--- src/rtl/hdlc_rx_pkg.sv ---
package hdlc_rx_pkg;
  localparam int unsigned OCTET_W       = 8;
  localparam int unsigned FCS_W         = 16;
  localparam logic [FCS_W-1:0] FCS_POLY_REFL = 16'h8408;
  localparam logic [FCS_W-1:0] FCS_PRESET    = 16'hFFFF;
  localparam logic [FCS_W-1:0] FCS_RESIDUE   = 16'hF0B8;

  typedef enum logic {ST_HUNT = 1'b0, ST_OPEN = 1'b1} rx_state_e;
endpackage

--- src/rtl/hdlc_rx_line.sv ---
module hdlc_rx_line (
  input  logic clk,
  input  logic rst_n,
  input  logic nrzi_en,
  input  logic cd,
  input  logic rxd,
  output logic bit_vld,
  output logic bit_val
);
  logic last_lvl;

  always_ff @(posedge clk) begin
    if (!rst_n)  last_lvl <= 1'b1;
    else if (cd) last_lvl <= rxd;
  end

  assign bit_vld = cd;
  assign bit_val = nrzi_en ? ~(rxd ^ last_lvl) : rxd;
endmodule

--- src/rtl/hdlc_rx_delin.sv ---
module hdlc_rx_delin #(
  parameter int unsigned STUFF_RUN = 5,
  parameter int unsigned IDLE_RUN  = 15
) (
  input  logic clk,
  input  logic rst_n,
  input  logic bit_vld,
  input  logic bit_val,
  output logic push,
  output logic push_bit,
  output logic flag_hit,
  output logic abort_hit,
  output logic line_idle
);
  localparam int unsigned FLAG_RUN = STUFF_RUN + 1;
  localparam int unsigned CW       = $clog2(IDLE_RUN + 1);

  logic [CW-1:0] ones;

  always_comb begin
    push      = 1'b0;
    push_bit  = bit_val;
    flag_hit  = 1'b0;
    abort_hit = 1'b0;
    if (bit_vld) begin
      if (bit_val) begin
        if (ones < CW'(FLAG_RUN))       push      = 1'b1;
        else if (ones == CW'(FLAG_RUN)) abort_hit = 1'b1;
      end else begin
        if (ones == CW'(FLAG_RUN))      flag_hit  = 1'b1;
        else if (ones < CW'(STUFF_RUN)) push      = 1'b1;
      end
    end
  end

  always_ff @(posedge clk) begin
    if (!rst_n) begin
      ones      <= '0;
      line_idle <= 1'b0;
    end else if (bit_vld) begin
      if (bit_val) begin
        if (ones != CW'(IDLE_RUN)) ones <= ones + 1'b1;
        if (ones == CW'(IDLE_RUN - 1)) line_idle <= 1'b1;
      end else begin
        ones      <= '0;
        line_idle <= 1'b0;
      end
    end
  end

  // idle can only begin on a sampled one
  a_r9_idle_on_one: assert property (@(posedge clk) disable iff (!rst_n)
    $rose(line_idle) |-> $past(bit_vld && bit_val));

  // a flag and an abort never come from the same bit
  a_r1_flag_excl_abort: assert property (@(posedge clk) disable iff (!rst_n)
    !(flag_hit && abort_hit) && !(flag_hit && push));
endmodule

--- src/rtl/hdlc_rx_crc.sv ---
module hdlc_rx_crc
  import hdlc_rx_pkg::*;
(
  input  logic             clk,
  input  logic             rst_n,
  input  logic             clr,
  input  logic             upd,
  input  logic             din,
  output logic [FCS_W-1:0] crc
);
  always_ff @(posedge clk) begin
    if (!rst_n || clr) crc <= FCS_PRESET;
    else if (upd)      crc <= (crc >> 1) ^ ((crc[0] ^ din) ? FCS_POLY_REFL : '0);
  end

  // every frame starts its check from the preset value
  a_r3_crc_preset: assert property (@(posedge clk) disable iff (!rst_n)
    $past(clr) |-> crc == FCS_PRESET);
endmodule

--- src/rtl/hdlc_rx_deframer.sv ---
module hdlc_rx_deframer
  import hdlc_rx_pkg::*;
#(
  parameter int unsigned STUFF_RUN  = 5,
  parameter int unsigned IDLE_RUN   = 15,
  parameter int unsigned FCS_OCTETS = FCS_W / OCTET_W
) (
  input  logic               clk,
  input  logic               rst_n,
  input  logic               nrzi_en,
  input  logic               cd,
  input  logic               rxd,
  output logic               out_valid,
  output logic [OCTET_W-1:0] out_data,
  output logic               out_sof,
  output logic               frame_done,
  output logic               frame_err,
  output logic               abort_det,
  output logic               flag_det,
  output logic               line_idle
);
  localparam int unsigned LOOK = STUFF_RUN + 2;
  localparam int unsigned FW   = $clog2(LOOK + 1);
  localparam int unsigned HW   = $clog2(FCS_OCTETS + 1);
  localparam int unsigned AW   = $clog2(OCTET_W);

  logic bit_vld, bit_val;
  logic push, push_bit, flag_hit, abort_hit;
  logic [FCS_W-1:0] crc;

  rx_state_e            state;
  logic [LOOK-1:0]      look_sr;
  logic [FW-1:0]        look_fill;
  logic [OCTET_W-1:0]   asm_sr;
  logic [AW-1:0]        asm_cnt;
  logic [OCTET_W-1:0]   hold [FCS_OCTETS];
  logic [HW-1:0]        hold_cnt;
  logic                 any_bit;
  logic                 first_pend;

  logic                 in_open, commit, commit_bit, octet_end;
  logic [OCTET_W-1:0]   new_octet;

  hdlc_rx_line u_line (
    .clk(clk), .rst_n(rst_n), .nrzi_en(nrzi_en), .cd(cd), .rxd(rxd),
    .bit_vld(bit_vld), .bit_val(bit_val)
  );

  hdlc_rx_delin #(.STUFF_RUN(STUFF_RUN), .IDLE_RUN(IDLE_RUN)) u_delin (
    .clk(clk), .rst_n(rst_n), .bit_vld(bit_vld), .bit_val(bit_val),
    .push(push), .push_bit(push_bit), .flag_hit(flag_hit),
    .abort_hit(abort_hit), .line_idle(line_idle)
  );

  assign in_open    = (state == ST_OPEN);
  assign commit     = push && in_open && (look_fill == FW'(LOOK));
  assign commit_bit = look_sr[0];
  assign octet_end  = commit && (asm_cnt == AW'(OCTET_W - 1));
  assign new_octet  = {commit_bit, asm_sr[OCTET_W-1:1]};

  hdlc_rx_crc u_crc (
    .clk(clk), .rst_n(rst_n), .clr(flag_hit || abort_hit),
    .upd(commit), .din(commit_bit), .crc(crc)
  );

  always_ff @(posedge clk) begin
    if (!rst_n) begin
      state      <= ST_HUNT;
      look_sr    <= '0;
      look_fill  <= '0;
      asm_sr     <= '0;
      asm_cnt    <= '0;
      hold_cnt   <= '0;
      any_bit    <= 1'b0;
      first_pend <= 1'b1;
      out_valid  <= 1'b0;
      out_data   <= '0;
      out_sof    <= 1'b0;
      frame_done <= 1'b0;
      frame_err  <= 1'b0;
      abort_det  <= 1'b0;
      flag_det   <= 1'b0;
      for (int i = 0; i < FCS_OCTETS; i++) hold[i] <= '0;
    end else begin
      out_valid  <= 1'b0;
      out_sof    <= 1'b0;
      frame_done <= 1'b0;
      frame_err  <= 1'b0;
      abort_det  <= 1'b0;
      flag_det   <= flag_hit;
      if (flag_hit || abort_hit) begin
        if (flag_hit && in_open && any_bit) begin
          frame_done <= 1'b1;
          frame_err  <= (asm_cnt != '0) || (hold_cnt != HW'(FCS_OCTETS)) ||
                        (crc != FCS_RESIDUE);
        end
        if (abort_hit && in_open && any_bit) abort_det <= 1'b1;
        state      <= flag_hit ? ST_OPEN : ST_HUNT;
        look_fill  <= '0;
        asm_cnt    <= '0;
        hold_cnt   <= '0;
        any_bit    <= 1'b0;
        first_pend <= 1'b1;
      end else if (push && in_open) begin
        look_sr <= {push_bit, look_sr[LOOK-1:1]};
        if (look_fill != FW'(LOOK)) look_fill <= look_fill + 1'b1;
        if (commit) begin
          any_bit <= 1'b1;
          asm_sr  <= new_octet;
          asm_cnt <= asm_cnt + 1'b1;
        end
        if (octet_end) begin
          if (hold_cnt == HW'(FCS_OCTETS)) begin
            out_valid  <= 1'b1;
            out_data   <= hold[0];
            out_sof    <= first_pend;
            first_pend <= 1'b0;
            for (int i = 0; i < FCS_OCTETS - 1; i++) hold[i] <= hold[i+1];
            hold[FCS_OCTETS-1] <= new_octet;
          end else begin
            for (int i = 0; i < FCS_OCTETS; i++)
              if (HW'(i) == hold_cnt) hold[i] <= new_octet;
            hold_cnt <= hold_cnt + 1'b1;
          end
        end
      end
    end
  end

  // a carrier-low cycle produces no event in the next cycle
  a_r7_cd_quiet: assert property (@(posedge clk) disable iff (!rst_n)
    !cd |=> !(flag_det || out_valid || frame_done || abort_det));

  // start-of-frame travels only with a delivered octet
  a_r2_sof_with_data: assert property (@(posedge clk) disable iff (!rst_n)
    out_sof |-> out_valid);

  // octet, frame end and abort events are mutually exclusive
  a_r3_one_event: assert property (@(posedge clk) disable iff (!rst_n)
    $onehot0({out_valid, frame_done, abort_det}));

  // the error flag only qualifies a frame end
  a_r5_err_with_done: assert property (@(posedge clk) disable iff (!rst_n)
    frame_err |-> frame_done);
endmodule

--- config.mk ---
export PLATFORM = sky130hd
export DESIGN_NAME = hdlc_rx_deframer
export DESIGN_NICKNAME = d
export VERILOG_FILES = /design/src/rtl/hdlc_rx_pkg.sv /design/src/rtl/hdlc_rx_line.sv /design/src/rtl/hdlc_rx_delin.sv /design/src/rtl/hdlc_rx_crc.sv /design/src/rtl/hdlc_rx_deframer.sv
export SDC_FILE = /design/constraint.sdc
export NUM_CORES = 1
export LEC_CHECK = 0
export CAP_MARGIN = 10
export CORE_UTILIZATION = 63
export DETAILED_ROUTE_END_ITERATION = 8
export PLACE_DENSITY_LB_ADDON = 0.05
export SLEW_MARGIN = 5
export SYNTH_ARGS = -nofsm -noshare
export SYNTH_HDL_FRONTEND = slang
export SYNTH_SLANG_ARGS = --single-unit
--- constraint.sdc ---
create_clock -name clk -period 5.8 [get_ports clk]
set_input_delay 1.16 -clock clk [delete_from_list [all_inputs] [get_ports clk]]
set_output_delay 1.16 -clock clk [all_outputs]
set_load 0.005 [all_outputs]
==> results.yml <==
status:
  outcome: "complete, no violations"
logic_synthesis:
  synthFlopType: "dfxtp_1"
  synth_nets: 357
  yosys_warnings: 0
  synth_top_area_cell: "dfxtp_1"
  synth_seq_cells: 77
  yosysSeqAreaShare_pct: 50.2
  synth.distinct_cells: 44
  yosysTopAreaCellShare_pct: 36.1
  synth_area_leaders: "dfxtp_1 (36%), edfxtp_1 (14%), mux2i_1 (9.8%)"
  avgSynthCellArea_um2: 9.93
  synth_edf_count: 16
  syn-instance-count: 341
  syn-cell-area_um2: 3390
  synthArstFlopShare_pct: 0
die:
  fp.dieW_um: 75.3
  ios: 20
  dieArea_um2: 5670
  start_util_pct: 65.9
  core_um2: 5140
  num_rows: 26
  dieHeight_um: 75.3
hold_path:
  hold_path_class: "flip-flop to flip-flop"
timing:
  setup_violations: 0
  finalHoldViolCount: 0
  tns_ns: 0
  period_share_pct: 63.4
  worst_pin_slew_ns: 1.06
  finClkSkew_ns: 0.00759
  slew_headroom_pct: 28.5
  period_needed_ns: 3.68
  grt_setup_unrepaired: "false"
  max_freq_mhz: 272
  slew_violations: 0
worst_setup_path:
  critical_path_arrival_ns: 3.64
  cp_num_cells: 6
  r2r_slack_ns: 2.90
  rr_worst_depth: 7
  critPathBufInv: 1
  critPathTopFamily: "compound AO/OA/AOI/OAI gates"
  endpoint: "hold[0][4]"
  setup.worst_path.start: "cd"
  cp_data_required_time_ns: 5.77
  timing.rr.start: "u_delin.ones[0]"
  worst_path_max_delay_cell: "o31ai_1"
  endpoint_kind: "flip-flop"
  r2r_end: "hold[0][4]"
  path_class: "primary input to flip-flop"
  crit_chain: "clkdlybuf4s50_1, nand3b_1, a21oi_1, mux2_2, nand3_1, o31ai_1"
  cp_slowest_stage_delay_ns: 0.87
  cp-start-kind: "primary input"
  worst-path-max-fanout: 13
clock_network:
  cts_buffers: 9
  clkSlewWorstSetupHoldPaths_ns: 0.07
  cts_tree: "built"
  post_cts_buffers: 0
  cts-htree-levels: 3
  postCtsHoldBufs: 0
  clk_latency_ns: 0.35
  cts_resized: 0
  root_buffer: "clkbuf_8"
  clockBufferDepth: 2
  cts_num_sinks: 77
drt:
  dr.pass1.iters: 4
  final_antenna_net_count: 0
  viasPerCell: 5.39
  drc: 0
  drt-total-wl_um: 5760
  routed-via-count: 2305
  drt-initial-drc-count: 96
  avgRoutedWirePerCell_um: 13.5
cells_and_area:
  multi_input_area_um2: 1540
  drive_gt1_share_pct: 8.66
  final_common_cell: "dfxtp_1"
  ff_latch_area_um2: 1700
  synthToLayoutAreaGrowth_pct: 12.6
  layout_common_cells: "dfxtp_1 (61), nand2_1 (54), mux2i_1 (32), a21oi_1 (22), clkdlybuf4s50_1 (19)"
  fillCellCount: 404
  utilization_pct: 74.2
  antenna-diode-count: 0
  final_nets: 369
power:
  p_leak_nw: 1.48
  power_density_nw_per_um2: 276
  p_total_mw: 1.05
  ir_worst_vdd_mv: 0.219
place:
  portBuffers: 19
  place_congestion: 0.815
  dp_hpwl_um: 3870
global_routing:
  grt_pass1_vias: 2125
  grt_max_degree: 23
  antenna_found_initial: 0
  grt_usage_pct: 22.8
  grt_overflow: 0
  grt_pass1_wl_um: 9520
job:
  max_cap_viol_count: 0
## cell usage after synthesis, types with 4 or more instances
cell and count:
nand4_1 4, or3_1 5, buf_2 6, edfxtp_1 16
nand3_1 14, and2_1 9, o21ai_0 17, nand2_1 54
inv_1 8, clkbuf_1 10, mux2i_1 33, a21oi_1 22
dfxtp_1 61, xnor2_1 4, ha_1 11, nor2_1 17
a21oi_2 8
## per-stage QoR
step / setup WS [ns] / cells / hold WS [ns] / area (um2)
final: 2.12 / 428 / 0.446 / 3810
after global routing: 1.91 / 428 / 0.474 / 3810
after floorplan: 2.72 / 341 / 0.424 / 3390
after global placement: 1.85 / 412 / 0.433 / 3580
after CTS: 2.12 / 428 / 0.444 / 3810
after detailed placement: 1.81 / 412 / 0.434 / 3580
## flip-flops by register name, summed over array words and instances, names as in the netlist
name,count
first_pend,1
out_valid,1
frame_err,1
out_sof,1
out_data,8
any_bit,1
abort_det,1
look_fill,3
in_open,1
u_crc.crc,16
u_line.last_lvl,1
u_delin.ones,4
asm_sr,7
frame_done,1
asm_cnt,3
flag_det,1
look_sr,7
hold,16
u_delin.line_idle,1
hold_cnt,2
## final cells by class
cell class              count  share of cell area (%)
clock buffers              10                    3.35
clock inverters             6                    2.69
inverters                   9                   0.886
multi-input cells         233                    40.4
flip-flops and latches     77                    44.6
well taps                  70                    2.30
repair buffers             23                    5.77
## kinds of logic (layout without fill, tap and decap cells)
family,Yosys count,after routing,share of synthesized area [%]
adder cells (fa/ha/maj),11,11,4.06
AND/OR/NAND/NOR,121,121,17.5
buffers and inverters,31,48,4.65
AO/OA/AOI/OAI,59,59,10.7
multiplexers,35,35,10.5
flip-flops,77,77,50.2
XOR/XNOR,7,7,2.36
## worst min-delay path, cell delays in order, from the launching register on
cell     delay, ns
dfxtp_1       0.31
nand2_1       0.07
nor2_2        0.03
## power by group
part / switching [mW] / internal, mW / total, mW
registers: 0.00260 / 0.552 / 0.555
logic: 0.0196 / 0.00905 / 0.0286
clock network: 0.185 / 0.282 / 0.467
total: 0.207 / 0.843 / 1.05
## worst min-delay path by stage
stage | start | endpoint | slack, ns | depth (start not counted)
CTS | first_pend | out_sof | 0.44 | 2
detailed placement | first_pend | out_sof | 0.43 | 2
finish | first_pend | out_sof | 0.45 | 2
global placement | first_pend | out_sof | 0.43 | 2
global route | first_pend | out_sof | 0.47 | 2
floorplan | first_pend | out_sof | 0.42 | 2
## routing by layer
layer | part of all wire (%) | track usage (%) | vias up
met3 | 4.5 | 7.67 | 5
met2 | 46 | 37.0 | 43
li1 | - | - | 1203
met1 | 48 | 29.1 | 1054
met4 | 0.90 | 7.20 | 0
met5 | 0 | 0 | -
Power figures use the tool's default switching activity.
